<file path="config.mk">
export PLATFORM = sky130hd
export DESIGN_NAME = pwm_slice
export DESIGN_NICKNAME = d
export VERILOG_FILES = /design/src/rtl/pwm_pkg.sv /design/src/rtl/pwm_frac_div.sv /design/src/rtl/pwm_ctrl.sv /design/src/rtl/pwm_datapath.sv /design/src/rtl/pwm_slice.sv
export SDC_FILE = /design/constraint.sdc
export NUM_CORES = 1
export LEC_CHECK = 0
export BUFFER_PORTS_ARGS = -buffer_cell sky130_fd_sc_hd__buf_4
export CORE_MARGIN = 3
export CORE_UTILIZATION = 60
export DETAILED_ROUTE_END_ITERATION = 6
export PLACE_DENSITY = 0.82
export SLEW_MARGIN = 5
export SYNTH_ARGS = -nofsm -noshare
export SYNTH_HDL_FRONTEND = slang
export SYNTH_SLANG_ARGS = --single-unit
</file>
<file path="constraint.sdc">
create_clock -name clk -period 6.2 [get_ports clk]
set_clock_uncertainty 0.05 [all_clocks]
set_input_delay 0.31 -clock clk [delete_from_list [all_inputs] [get_ports clk]]
set_output_delay 0.31 -clock clk [all_outputs]
set_load 0.005 [all_outputs]
</file>
<file path="src/rtl/pwm_pkg.sv">
package pwm_pkg;
  // Strobes from the control module to the datapath (at most one per cycle)
  typedef struct packed {
    logic stepUp;
    logic stepDown;
    logic wrap;
  } pwm_strobe_t;
endpackage

</file>
<file path="src/rtl/pwm_frac_div.sv">
module pwm_frac_div #(
  parameter int INT_W  = 8,
  parameter int FRAC_W = 4
) (
  input  logic                      clk,
  input  logic                      rstN,
  input  logic                      run,
  input  logic [INT_W+FRAC_W-1:0]   divVal,
  output logic                      fire
);
  localparam int DIV_W = INT_W + FRAC_W;
  localparam int EFF_W = DIV_W + 1;
  localparam int ACC_W = EFF_W + 1;
  localparam logic [ACC_W-1:0] UNIT = ACC_W'(1) << FRAC_W;

  logic [ACC_W-1:0] acc, sum, effDiv;
  logic intZero;

  // A zero integer part means 2^INT_W; its extra bit sits just above the field
  assign intZero = (divVal[DIV_W-1:FRAC_W] == '0);
  assign effDiv  = ACC_W'({intZero, divVal});
  assign sum     = acc + UNIT;
  assign fire    = run && (sum >= effDiv);

  always_ff @(posedge clk or negedge rstN) begin
    if (!rstN) acc <= '0;
    else if (run) acc <= fire ? (sum - effDiv) : sum;
  end


  div_hold_chk: assert property (@(posedge clk) disable iff (!rstN)
    !run |=> $stable(acc));
endmodule

</file>
<file path="src/rtl/pwm_ctrl.sv">
module pwm_ctrl
  import pwm_pkg::*;
(
  input  logic        clk,
  input  logic        rstN,
  input  logic        tick,
  input  logic        phaseAct,
  input  logic        atTop,
  input  logic        atZero,
  output pwm_strobe_t strb
);
  logic dirDown, flipDown;

  always_comb begin
    strb     = '0;
    flipDown = 1'b0;
    if (tick) begin
      if (!phaseAct) begin
        if (atTop) strb.wrap   = 1'b1;
        else       strb.stepUp = 1'b1;
      end else if (!dirDown) begin
        if (atTop) flipDown    = 1'b1;
        else       strb.stepUp = 1'b1;
      end else begin
        if (atZero) strb.wrap    = 1'b1;
        else        strb.stepDown = 1'b1;
      end
    end
  end

  always_ff @(posedge clk or negedge rstN) begin
    if (!rstN)          dirDown <= 1'b0;
    else if (strb.wrap) dirDown <= 1'b0;
    else if (flipDown)  dirDown <= 1'b1;
  end


  one_strobe_chk: assert property (@(posedge clk) disable iff (!rstN)
    $onehot0({strb.stepUp, strb.stepDown, strb.wrap}));


  down_only_phase_chk: assert property (@(posedge clk) disable iff (!rstN)
    strb.stepDown |-> phaseAct);
endmodule

</file>
<file path="src/rtl/pwm_datapath.sv">
module pwm_datapath
  import pwm_pkg::*;
#(
  parameter int CNT_W = 16
) (
  input  logic             clk,
  input  logic             rstN,
  input  pwm_strobe_t      strb,
  input  logic [CNT_W-1:0] topIn,
  input  logic [CNT_W-1:0] cmpAIn,
  input  logic [CNT_W-1:0] cmpBIn,
  input  logic             phaseIn,
  input  logic             invA,
  input  logic             invB,
  output logic             atTop,
  output logic             atZero,
  output logic             phaseAct,
  output logic [CNT_W-1:0] cnt,
  output logic             pwmA,
  output logic             pwmB,
  output logic             wrapOut
);
  logic [CNT_W-1:0] topAct, cmpAAct, cmpBAct;

  always_ff @(posedge clk or negedge rstN) begin
    if (!rstN) begin
      cnt      <= '0;
      topAct   <= '0;
      cmpAAct  <= '0;
      cmpBAct  <= '0;
      phaseAct <= 1'b0;
      wrapOut  <= 1'b0;
    end else begin
      wrapOut <= strb.wrap;
      if (strb.wrap) begin
        cnt      <= '0;
        topAct   <= topIn;
        cmpAAct  <= cmpAIn;
        cmpBAct  <= cmpBIn;
        phaseAct <= phaseIn;
      end else if (strb.stepUp) begin
        cnt <= cnt + 1'b1;
      end else if (strb.stepDown) begin
        cnt <= cnt - 1'b1;
      end
    end
  end

  assign atTop  = (cnt == topAct);
  assign atZero = (cnt == '0);
  assign pwmA   = (cmpAAct > cnt) ^ invA;
  assign pwmB   = (cmpBAct > cnt) ^ invB;


  cnt_in_range_chk: assert property (@(posedge clk) disable iff (!rstN)
    cnt <= topAct);


  wrap_restart_chk: assert property (@(posedge clk) disable iff (!rstN)
    strb.wrap |=> (cnt == '0) && wrapOut);


  top_hold_chk: assert property (@(posedge clk) disable iff (!rstN)
    !strb.wrap |=> $stable(topAct));
endmodule

</file>
<file path="src/rtl/pwm_slice.sv">
module pwm_slice
  import pwm_pkg::*;
#(
  parameter int CNT_W      = 16,
  parameter int DIV_INT_W  = 8,
  parameter int DIV_FRAC_W = 4
) (
  input  logic                          clk,
  input  logic                          rstN,
  input  logic                          enable,
  input  logic                          phaseMode,
  input  logic [DIV_INT_W+DIV_FRAC_W-1:0] divVal,
  input  logic [CNT_W-1:0]              topVal,
  input  logic [CNT_W-1:0]              cmpA,
  input  logic [CNT_W-1:0]              cmpB,
  input  logic                          invA,
  input  logic                          invB,
  output logic                          pwmA,
  output logic                          pwmB,
  output logic                          wrapPulse
);
  pwm_strobe_t      strb;
  logic             fire, atTop, atZero, phaseAct;
  logic [CNT_W-1:0] cnt;

  pwm_frac_div #(.INT_W(DIV_INT_W), .FRAC_W(DIV_FRAC_W)) uDiv (
    .clk(clk), .rstN(rstN), .run(enable), .divVal(divVal), .fire(fire));

  pwm_ctrl uCtrl (
    .clk(clk), .rstN(rstN), .tick(fire), .phaseAct(phaseAct),
    .atTop(atTop), .atZero(atZero), .strb(strb));

  pwm_datapath #(.CNT_W(CNT_W)) uDp (
    .clk(clk), .rstN(rstN), .strb(strb), .topIn(topVal), .cmpAIn(cmpA),
    .cmpBIn(cmpB), .phaseIn(phaseMode), .invA(invA), .invB(invB),
    .atTop(atTop), .atZero(atZero), .phaseAct(phaseAct), .cnt(cnt),
    .pwmA(pwmA), .pwmB(pwmB), .wrapOut(wrapPulse));


  idle_freeze_chk: assert property (@(posedge clk) disable iff (!rstN)
    !enable |=> $stable(cnt) && !wrapPulse);
endmodule

</file>
* Word level (Yosys, flattened, before mapping) *
Cells that the tools add are included.

storage, ports and cells
  word-level logic and storage cells = 42
  output and inout port bits = 3
  bits in registers = 81

cells by class
  equal/unequal tests = 1
  order comparisons = 3
  muxes and demuxes = 19
  reductions and logical operators = 5
  add/sub/neg operators = 4
  bitwise gates (word level) = 2

operator list
  kind                     number
  $mux W16                 3
  $gt A16 B16 Y1           2
  $add A16 B1 Y16 const B  1
  $eq A16 B16 Y1           1
  $logic_not A16 Y1        1
  $sub A16 B1 Y16 const B  1
  $add A14 B5 Y14 const B  1
  $ge A14 B13 Y1           1
  $mux W14                 1
  $sub A14 B13 Y14         1
  $mux W1                  13
  $logic_not A8 Y1         1
  $mux W3                  1
  $reduce_bool A3 Y1       1
  $mux W2                  1
  $reduce_bool A2 Y1       1
  $xor A1 B1 Y1            2
  $logic_and A1 B1 Y1      1

* Longest topological paths before layout *
Gate-level depths: netlist of run 1.

  word-level depth = 8
  mapped depth = 20

* By module *
A second synthesis of run 1 with hierarchy kept.

second synthesis, totals
  cells, all modules = 581
  area total of the unflattened synthesis = 5706.7 sq um

by module, submodules not included
  module        cells an instance  area an instance (sq um)  times used  sequential area each (sq um)
  pwm_datapath  383                4076.4                    1           1651.6
  pwm_frac_div  189                1552.7                    1           350.3
  pwm_ctrl      9                  77.6                      1           25.0

* Least setup slack after synthesis of run 1 *
Ideal clock, no wire load.

  path type = register to register
  from = register uDiv.acc[4]
  to = register uDp.cnt[15]
  arrival = 4.845 ns
  setup slack = 1.210 ns
  library setup time = 0.095 ns
  stages on the path, launching flop included = 19
  period minus slack after synthesis = 4.990 ns
  cells stage by stage = dfrtp_1 -> ha_1 -> and3_1 -> clkbuf_1 -> xnor2_1 -> ha_1 -> nand2_1 -> or4_1 -> o311a_4 -> or3_1 -> ha_1 -> clkbuf_1 -> and3_1 -> o311a_1 -> a211oi_1 -> o21ai_0 -> o31a_1 -> o311a_1 -> o31ai_1

on the way
  word-level cells in the longest chain between the ends = 6

ends and longest elaborated chain
  item                    line                text
  start, declared         pwm_frac_div.sv:16  logic [ACC_W-1:0] acc, sum, effDiv;
  start signal, assigned  pwm_frac_div.sv:27  else if (run) acc <= fire ? (sum - effDiv) : sum;
  $add A14 B5 Y14 *       pwm_frac_div.sv:22  assign sum = acc + UNIT;
  $ge A14 B13 Y1 *        pwm_frac_div.sv:23  assign fire = run && (sum >= effDiv);
  $logic_and A1 B1 Y1 *   pwm_frac_div.sv:23
  $mux W3 *               pwm_ctrl.sv:17      if (tick) begin
  $mux W16                pwm_datapath.sv:41  end else if (strb.stepUp) begin
  $mux W16                pwm_datapath.sv:35  if (strb.wrap) begin
  end signal, assigned    pwm_datapath.sv:42  cnt <= cnt + 1'b1;
  end signal, assigned    pwm_datapath.sv:44  cnt <= cnt - 1'b1;
  end, declared           pwm_datapath.sv:18  output logic [CNT_W-1:0] cnt,

Every way passes the cells marked *; elsewhere a longest branch is shown, timed or not.
A chain may end at the register's enable or synchronous reset.

* Worst setup path after layout of run 1 *
  from = register uDiv.acc[6]
  to = register uDp.cnt[15]

Same word-level chain as after synthesis.

==> results.json, run 1 <==
{
  "outcome": "complete, no violations",
  "yosys.area_share.adder": 0.136,
  "ys_ff_latch": 81,
  "whs_ps": 59.4,
  "die_h_um": 106,
  "synth_top_family_by_area": "compound AO/OA/AOI/OAI gates",
  "ys_seq_area_frac": 0.338,
  "cp_max_fo": 17,
  "finalMaxSlewViolations": 0,
  "leakage_nw": 3.33,
  "synth_compound_area_frac": 0.162,
  "arrival_ps": 5820,
  "die_area_sq_um": 11200,
  "clock_latency_ps": 360,
  "drv_cap": 0,
  "post_cts_buffers": 0,
  "clk_path_buf_depth": 2,
  "cp_data_required_time_ps": 6420,
  "crit_path_end_kind": "flip-flop",
  "overflow": 0,
  "tightest_slew_ps": 1050,
  "vias": 4675,
  "postSynthAreaPerCell_sq_um": 10.5,
  "p_per_area_nw_per_um2": 516,
  "yosysTopAreaCellShare": 0.338,
  "nets": 766,
  "min_period_ps": 5600,
  "clock_sinks": 81,
  "wirelength_um": 13800,
  "post-route-period-util": 0.903,
  "yosys.area_share.simple": 0.114,
  "clockRootBuffer": "clkbuf_8",
  "synth_area_leaders": "dfrtp_1 34%, ha_1 13%, mux2_4 11%, xnor2_1 5.0%, inv_1 2.7%",
  "grt_pass1_vias": 4661,
  "dr.pass1.iters": 5,
  "min_path_type": "input pin to async pin",
  "synth_cell_types": 59,
  "diodes": 0,
  "drc_errors": 0,
  "fmax_ghz": 0.179,
  "antenna_left": 0,
  "peakVddDrop_uv": 437,
  "die_x_um": 106,
  "timing_worst_setup_path_type": "flip-flop to flip-flop",
  "fin_area_sq_um": 6730,
  "ys.flop_type": "dfrtp_1",
  "synth_area_leader_cell": "dfrtp_1",
  "dr.first_iter.drc_count": 298,
  "io_buffers": 68,
  "met2_usage": 0.413,
  "h-tree-depth": 3,
  "use_met1": 0.347,
  "syn_area_sq_um": 6000,
  "finalSetupViolations": 0,
  "syn2layout_area_growth_pct": 12.2,
  "antenna_found_initial": 0,
  "postSynthCellCount": 569,
  "hpwl_um": 10300,
  "synth_warnings": 0,
  "vias_per_cell": 6.08,
  "dp_slack_ps": 684,
  "cts_resized": 0,
  "cts_inserted_buffers": 9,
  "boundaryPins": 69,
  "fin_ws_ps": 601,
  "fin_tns_setup_ps": 0,
  "grt_pass1_wl_um": 22900,
  "globalplace.congestion": 0.895,
  "rsz0062_at_grt": "no",
  "start_util": 0.634,
  "post_dp_cell_area_sq_um": 6560,
  "async_flop_share": 1.00,
  "clkTransAtPathRegs_ps": 90,
  "grt_max_degree": 82,
  "rows": 35,
  "synth_edf_count": 0,
  "grt_usage": 0.255,
  "drive_gt1_frac": 0.223,
  "cts_tree": "done",
  "synth_xor_area_frac": 0.0671,
  "core_sq_um": 9460,
  "slew_headroom": 0.296,
  "syn_nets": 699,
  "worstSetupStartpointType": "flip-flop",
  "cts.hold.buffers_added": 0,
  "hold_viol_final": 0,
  "top_usage_layer": "met2",
  "wl_per_cell_um": 17.9,
  "synthMuxAreaShare": 0.133,
  "use_met3": 0.0425,
  "power.total_mw": 3.48
}
==> worst paths after layout <==
path                             start             end  slack (ps)  depth (start not counted)
setup / recovery           uDiv.acc[6]     uDp.cnt[15]         600                         17
hold / removal                    rstN     uDiv.acc[7]          60                          1
setup reg to reg           uDiv.acc[6]     uDp.cnt[15]         600                         17
hold reg to reg            uDiv.acc[2]     uDiv.acc[2]         440                          2
max in group asynchronous         rstN   uDp.topAct[3]        5360                          1
min in group clk               cmpB[0]  uDp.cmpBAct[0]         120                          3
==> sequential cells by signal, indices dropped and copies added (netlist names) <==
| name | cells |
|---|---|
| uDp.cmpAAct | 16 |
| uDiv.acc | 14 |
| uDp.cmpBAct | 16 |
| uDp.topAct | 16 |
| uCtrl.dirDown | 1 |
| uDp.phaseAct | 1 |
| uDp.wrapOut | 1 |
| uDp.cnt | 16 |
==> through the flow <==
stage	util	cells
after detailed placement	0.693	754
after floorplan	-	569
after global placement	0.693	754
after CTS	0.712	769
after global routing	0.712	769
final	0.712	769
==> cell usage after synthesis, types with 9 or more instances <==
| cell type | count |
|---|---|
| inv_1 | 43 |
| o21ai_0 | 20 |
| nand4_1 | 16 |
| xor2_1 | 12 |
| xnor2_1 | 34 |
| a22o_1 | 14 |
| nand2_1 | 29 |
| nand3_1 | 13 |
| a21oi_1 | 29 |
| a21o_1 | 13 |
| mux2_4 | 42 |
| ha_1 | 62 |
| o21a_1 | 9 |
| dfrtp_1 | 81 |
| mux2i_1 | 9 |
| nor2_1 | 20 |
==> layout make-up <==
cell class,count,area [sq um]
sequential,81,2030
clock buffer,11,131
multi-input combinational,432,3670
clock inverter,4,45.0
timing repair buffer,69,531
tap,129,161
inverter,43,161
fill,727,2730
==> metal layers <==
layer	vias up	wire, um	part of all wire
met3	34	636	0.046
met4	0	328	0.024
li1	2232	-	-
met5	-	0	0
met2	137	6430	0.47
met1	2272	6400	0.46
==> cells in the final DEF (no fill, tap or decap), types with 4 or more instances in the layout <==
cell / count
and3_1: 7
buf_4: 68
clkbuf_8: 9
nor4_1: 7
nand4_1: 16
a22o_1: 14
nand3_1: 13
a211oi_1: 5
ha_1: 62
mux2i_1: 9
nor3_1: 6
nor2_1: 20
a31oi_1: 6
xnor2_1: 34
nand2_1: 29
nor2b_1: 7
mux2_4: 42
mux2_2: 7
o21ai_0: 20
o31ai_1: 5
a21oi_1: 29
dfrtp_1: 81
o21a_1: 9
inv_1: 43
nand2b_1: 4
o311a_1: 4
a21o_1: 13
xor2_1: 12
o211ai_1: 4
==> kinds of logic after synthesis <==
family                     after synthesis
buffers and inverters                   56
and+or+nand+nor                        126
DFF                                     81
muxes                                   58
adders and majority gates               64
xor gates and xnor gates                46
AOI/OAI and AO/OA                      138
==> critical path, cell delays in order (launching register included) <==
cell and delay [ps]:
dfrtp_1 450, nand4_2 220, or2_2 370, xnor2_1 140, ha_1 350, nand2_1 150, nor3_1 320, a21oi_1 190
o311a_4 390, or3_1 700, ha_1 510, and3_1 230, o311a_1 340, a211oi_1 230, o21ai_0 210, o31a_1 290
o311a_1 130, o31ai_1 240
==> where the power goes <==
part / internal [mW] / switching [mW]
sequential: 0.684 / 0.203
combinational: 1.03 / 1.19
clock: 0.182 / 0.190
total: 1.89 / 1.58
(Power assumes the default switching activity.)
==> run 2, diff against run 1 <==
- CORE_UTILIZATION: 60 -> 59
- PLACE_DENSITY: 0.82 -> 0.81
- SYNTH_HIERARCHICAL: default -> 1
==> results.json, run 2 <==
{
  "outcome": "complete, no violations",
  "min_path_type": "input pin to async pin",
  "hpwl_um": 9790,
  "p_seq_frac": 0.259,
  "worstPathCellList": "ha_1, nand4_1, nor2_1, xor2_1, ha_1, nand3_1, o41ai_1, a211o_1, a31o_1, buf_4, nand2_8, inv_1, and3b_2, inv_1, fa_1, a21oi_2, o2111ai_2, a31oi_4, a211oi_2, or4_1, nand3_1",
  "finalMaxSlewViolations": 0,
  "drive_gt1_frac": 0.231,
  "crit_path_end_kind": "flip-flop",
  "clkPwrFrac": 0.117,
  "dr.pass1.iters": 5,
  "ys_ff_latch": 81,
  "syn_nets": 709,
  "power.switching_mw": 1.52,
  "min_period_ps": 5370,
  "finalSetupViolations": 0,
  "postSynthCellCount": 581,
  "ff2ff_setup_slack_ps": 830,
  "cp_top_family": "simple AND/OR/NAND/NOR gates",
  "clockRootBuffer": "clkbuf_8",
  "ys.flop_type": "dfrtp_1",
  "overflow": 0,
  "cp_max_fo": 19,
  "syn_area_sq_um": 5710,
  "clkTransAtPathRegs_ps": 80,
  "cts.hold.buffers_added": 0,
  "yosysTopAreaCellShare": 0.355,
  "power.share.switching": 0.468,
  "h-tree-depth": 3,
  "nets": 776,
  "globalplace.congestion": 0.893,
  "postSynthAreaPerCell_sq_um": 9.82,
  "crit_buf_inv": 3,
  "die_x_um": 104,
  "rsz0062_at_grt": "no",
  "synth_cell_types": 66,
  "post_cts_buffers": 0,
  "antenna_found_initial": 0,
  "synth_warnings": 6,
  "dr.first_iter.drc_count": 211,
  "hold_viol_final": 0,
  "boundaryPins": 69,
  "post-route-period-util": 0.866,
  "clk_path_buf_depth": 2,
  "grt_max_degree": 82,
  "post_dp_cell_area_sq_um": 6330,
  "cts_tree": "done",
  "intPower_mw": 1.73,
  "ys_seq_area_frac": 0.355,
  "synth_area_leader_cell": "dfrtp_1",
  "grt_pass1_wl_um": 21700,
  "p_per_area_nw_per_um2": 499,
  "cp_data_required_time_ps": 6440,
  "tightest_slew_ps": 994,
  "rows": 35,
  "final_common_cell": "dfrtp_1",
  "wirelength_um": 12800,
  "worstSetupStartpointType": "flip-flop",
  "mostFrequentLayoutCells": "81 x dfrtp_1, 71 x buf_4, 60 x ha_1, 50 x nand2_1, 49 x mux2_2",
  "fin_area_sq_um": 6530,
  "drc_errors": 0,
  "fin_tns_setup_ps": 0,
  "grt_pass1_vias": 4578,
  "max_stage_delay_ps": 580,
  "post-route-util": 0.700,
  "peakVddDrop_uv": 356,
  "start_util": 0.612,
  "syn2layout_area_growth_pct": 14.3,
  "io_buffers": 68,
  "cts_inserted_buffers": 9,
  "arrival_ps": 5600,
  "drv_cap": 0,
  "comb_power_share": 0.624,
  "vias_per_cell": 5.89,
  "synth_edf_count": 0,
  "yosysMostFrequentCell": "dfrtp_1",
  "grt_usage": 0.241,
  "fmax_ghz": 0.186,
  "vias": 4609,
  "netlist_top_cells_count": "81 x dfrtp_1, 60 x ha_1, 51 x nand2_1, 49 x mux2_2, 45 x inv_1",
  "timing_worst_setup_path_type": "flip-flop to flip-flop",
  "crit_path_top_delay_cell": "fa_1",
  "clock_sinks": 81,
  "core_sq_um": 9330,
  "diodes": 0,
  "die_area_sq_um": 10900,
  "antenna_left": 0,
  "leakage_nw": 3.11,
  "synth_area_leaders": "dfrtp_1 36%, ha_1 13%, mux2_2 9.7%, xnor2_1 5.7%, a21oi_1 3.8%",
  "async_flop_share": 1.00,
  "clock_latency_ps": 350,
  "slew_headroom": 0.337,
  "cts_resized": 0,
  "die_h_um": 104,
  "wl_per_cell_um": 16.4
}
-- run 2: changes by cell type in the layout (fill, tap and decap cells not counted), moves of 6 or more --
cell,change
nor3_1,+6
nand2_1,+21
a22o_1,-13
mux2_2,+42
mux2_4,-42
o21ai_0,+9
a21oi_1,+14
a21o_1,-7
-- run 2: area by class of cell --
cell class | instances | area, sq um
fillers | 721 | 2800
flip-flops and latches | 81 | 2030
repair buffers | 71 | 533
well taps | 129 | 161
clock buffers | 10 | 128
inverters | 45 | 169
clock inverters | 6 | 67.6
multi-input cells | 440 | 3440
-- run 2: final timing paths --
kind / startpoint / end / cells past startpoint
worst max register to register: uDiv/acc[4] / uDp/cnt[14] / 21
worst min register to register: uDiv/acc[3] / uDiv/acc[3] / 2
max in group asynchronous: rstN / uDp/cmpBAct[10] / 1
worst max-delay path: uDiv/acc[4] / uDp/cnt[14] / 21
worst min-delay path: rstN / uDiv/acc[10] / 1
min in group clk: cmpA[1] / uDp/cmpAAct[1] / 2
-- run 2: worst register-to-register path: cells and delay by family, from the launching register on --
family          cells  cell delay (ps)
buf+inv             3              690
compound gates      7             1380
flops               1              440
simple gates        7             1410
fa+ha+maj           3             1240
xor+xnor            1              110
-- run 2: power groups by stage --
stage / clock network, mW / logic [mW] / registers [mW]
5_1_grt: 0.419 / 2.26 / 0.861
3_3_place_gp: 0 / 1.90 / 0.839
3_5_place_dp: 0 / 1.98 / 0.848
6_report: 0.383 / 2.03 / 0.844
2_1_floorplan: 0 / 1.61 / 0.770
4_1_cts: 0.395 / 1.99 / 0.837
-- run 2: per-stage QoR --
step / hold WS [ps] / cells / setup WS [ps] / total power, mW
floorplan: -35.6 / 581 / 1530 / 2.38
global placement: 422 / 766 / 1110 / 2.74
detailed placement: 423 / 766 / 920 / 2.83
CTS: 110 / 782 / 884 / 3.23
global route: 111 / 782 / 441 / 3.54
finish: 80.9 / 782 / 833 / 3.26
-- run 2: cells by family after synthesis --
| group | count (synthesis) | share of synthesized area |
|---|---|---|
| compound gates | 126 | 0.144 |
| xor+xnor | 45 | 0.0691 |
| fa+ha+maj | 62 | 0.139 |
| buf+inv | 60 | 0.0434 |
| flops | 81 | 0.355 |
| mux | 56 | 0.109 |
| simple gates | 151 | 0.140 |
-- run 2: per-layer routing --
metal	up-vias	wire, um	track usage
li1	2233	-	-
met2	132	5840	0.368
met4	0	306	0.0741
met1	2213	5970	0.340
met3	31	702	0.0565
met5	-	0	0
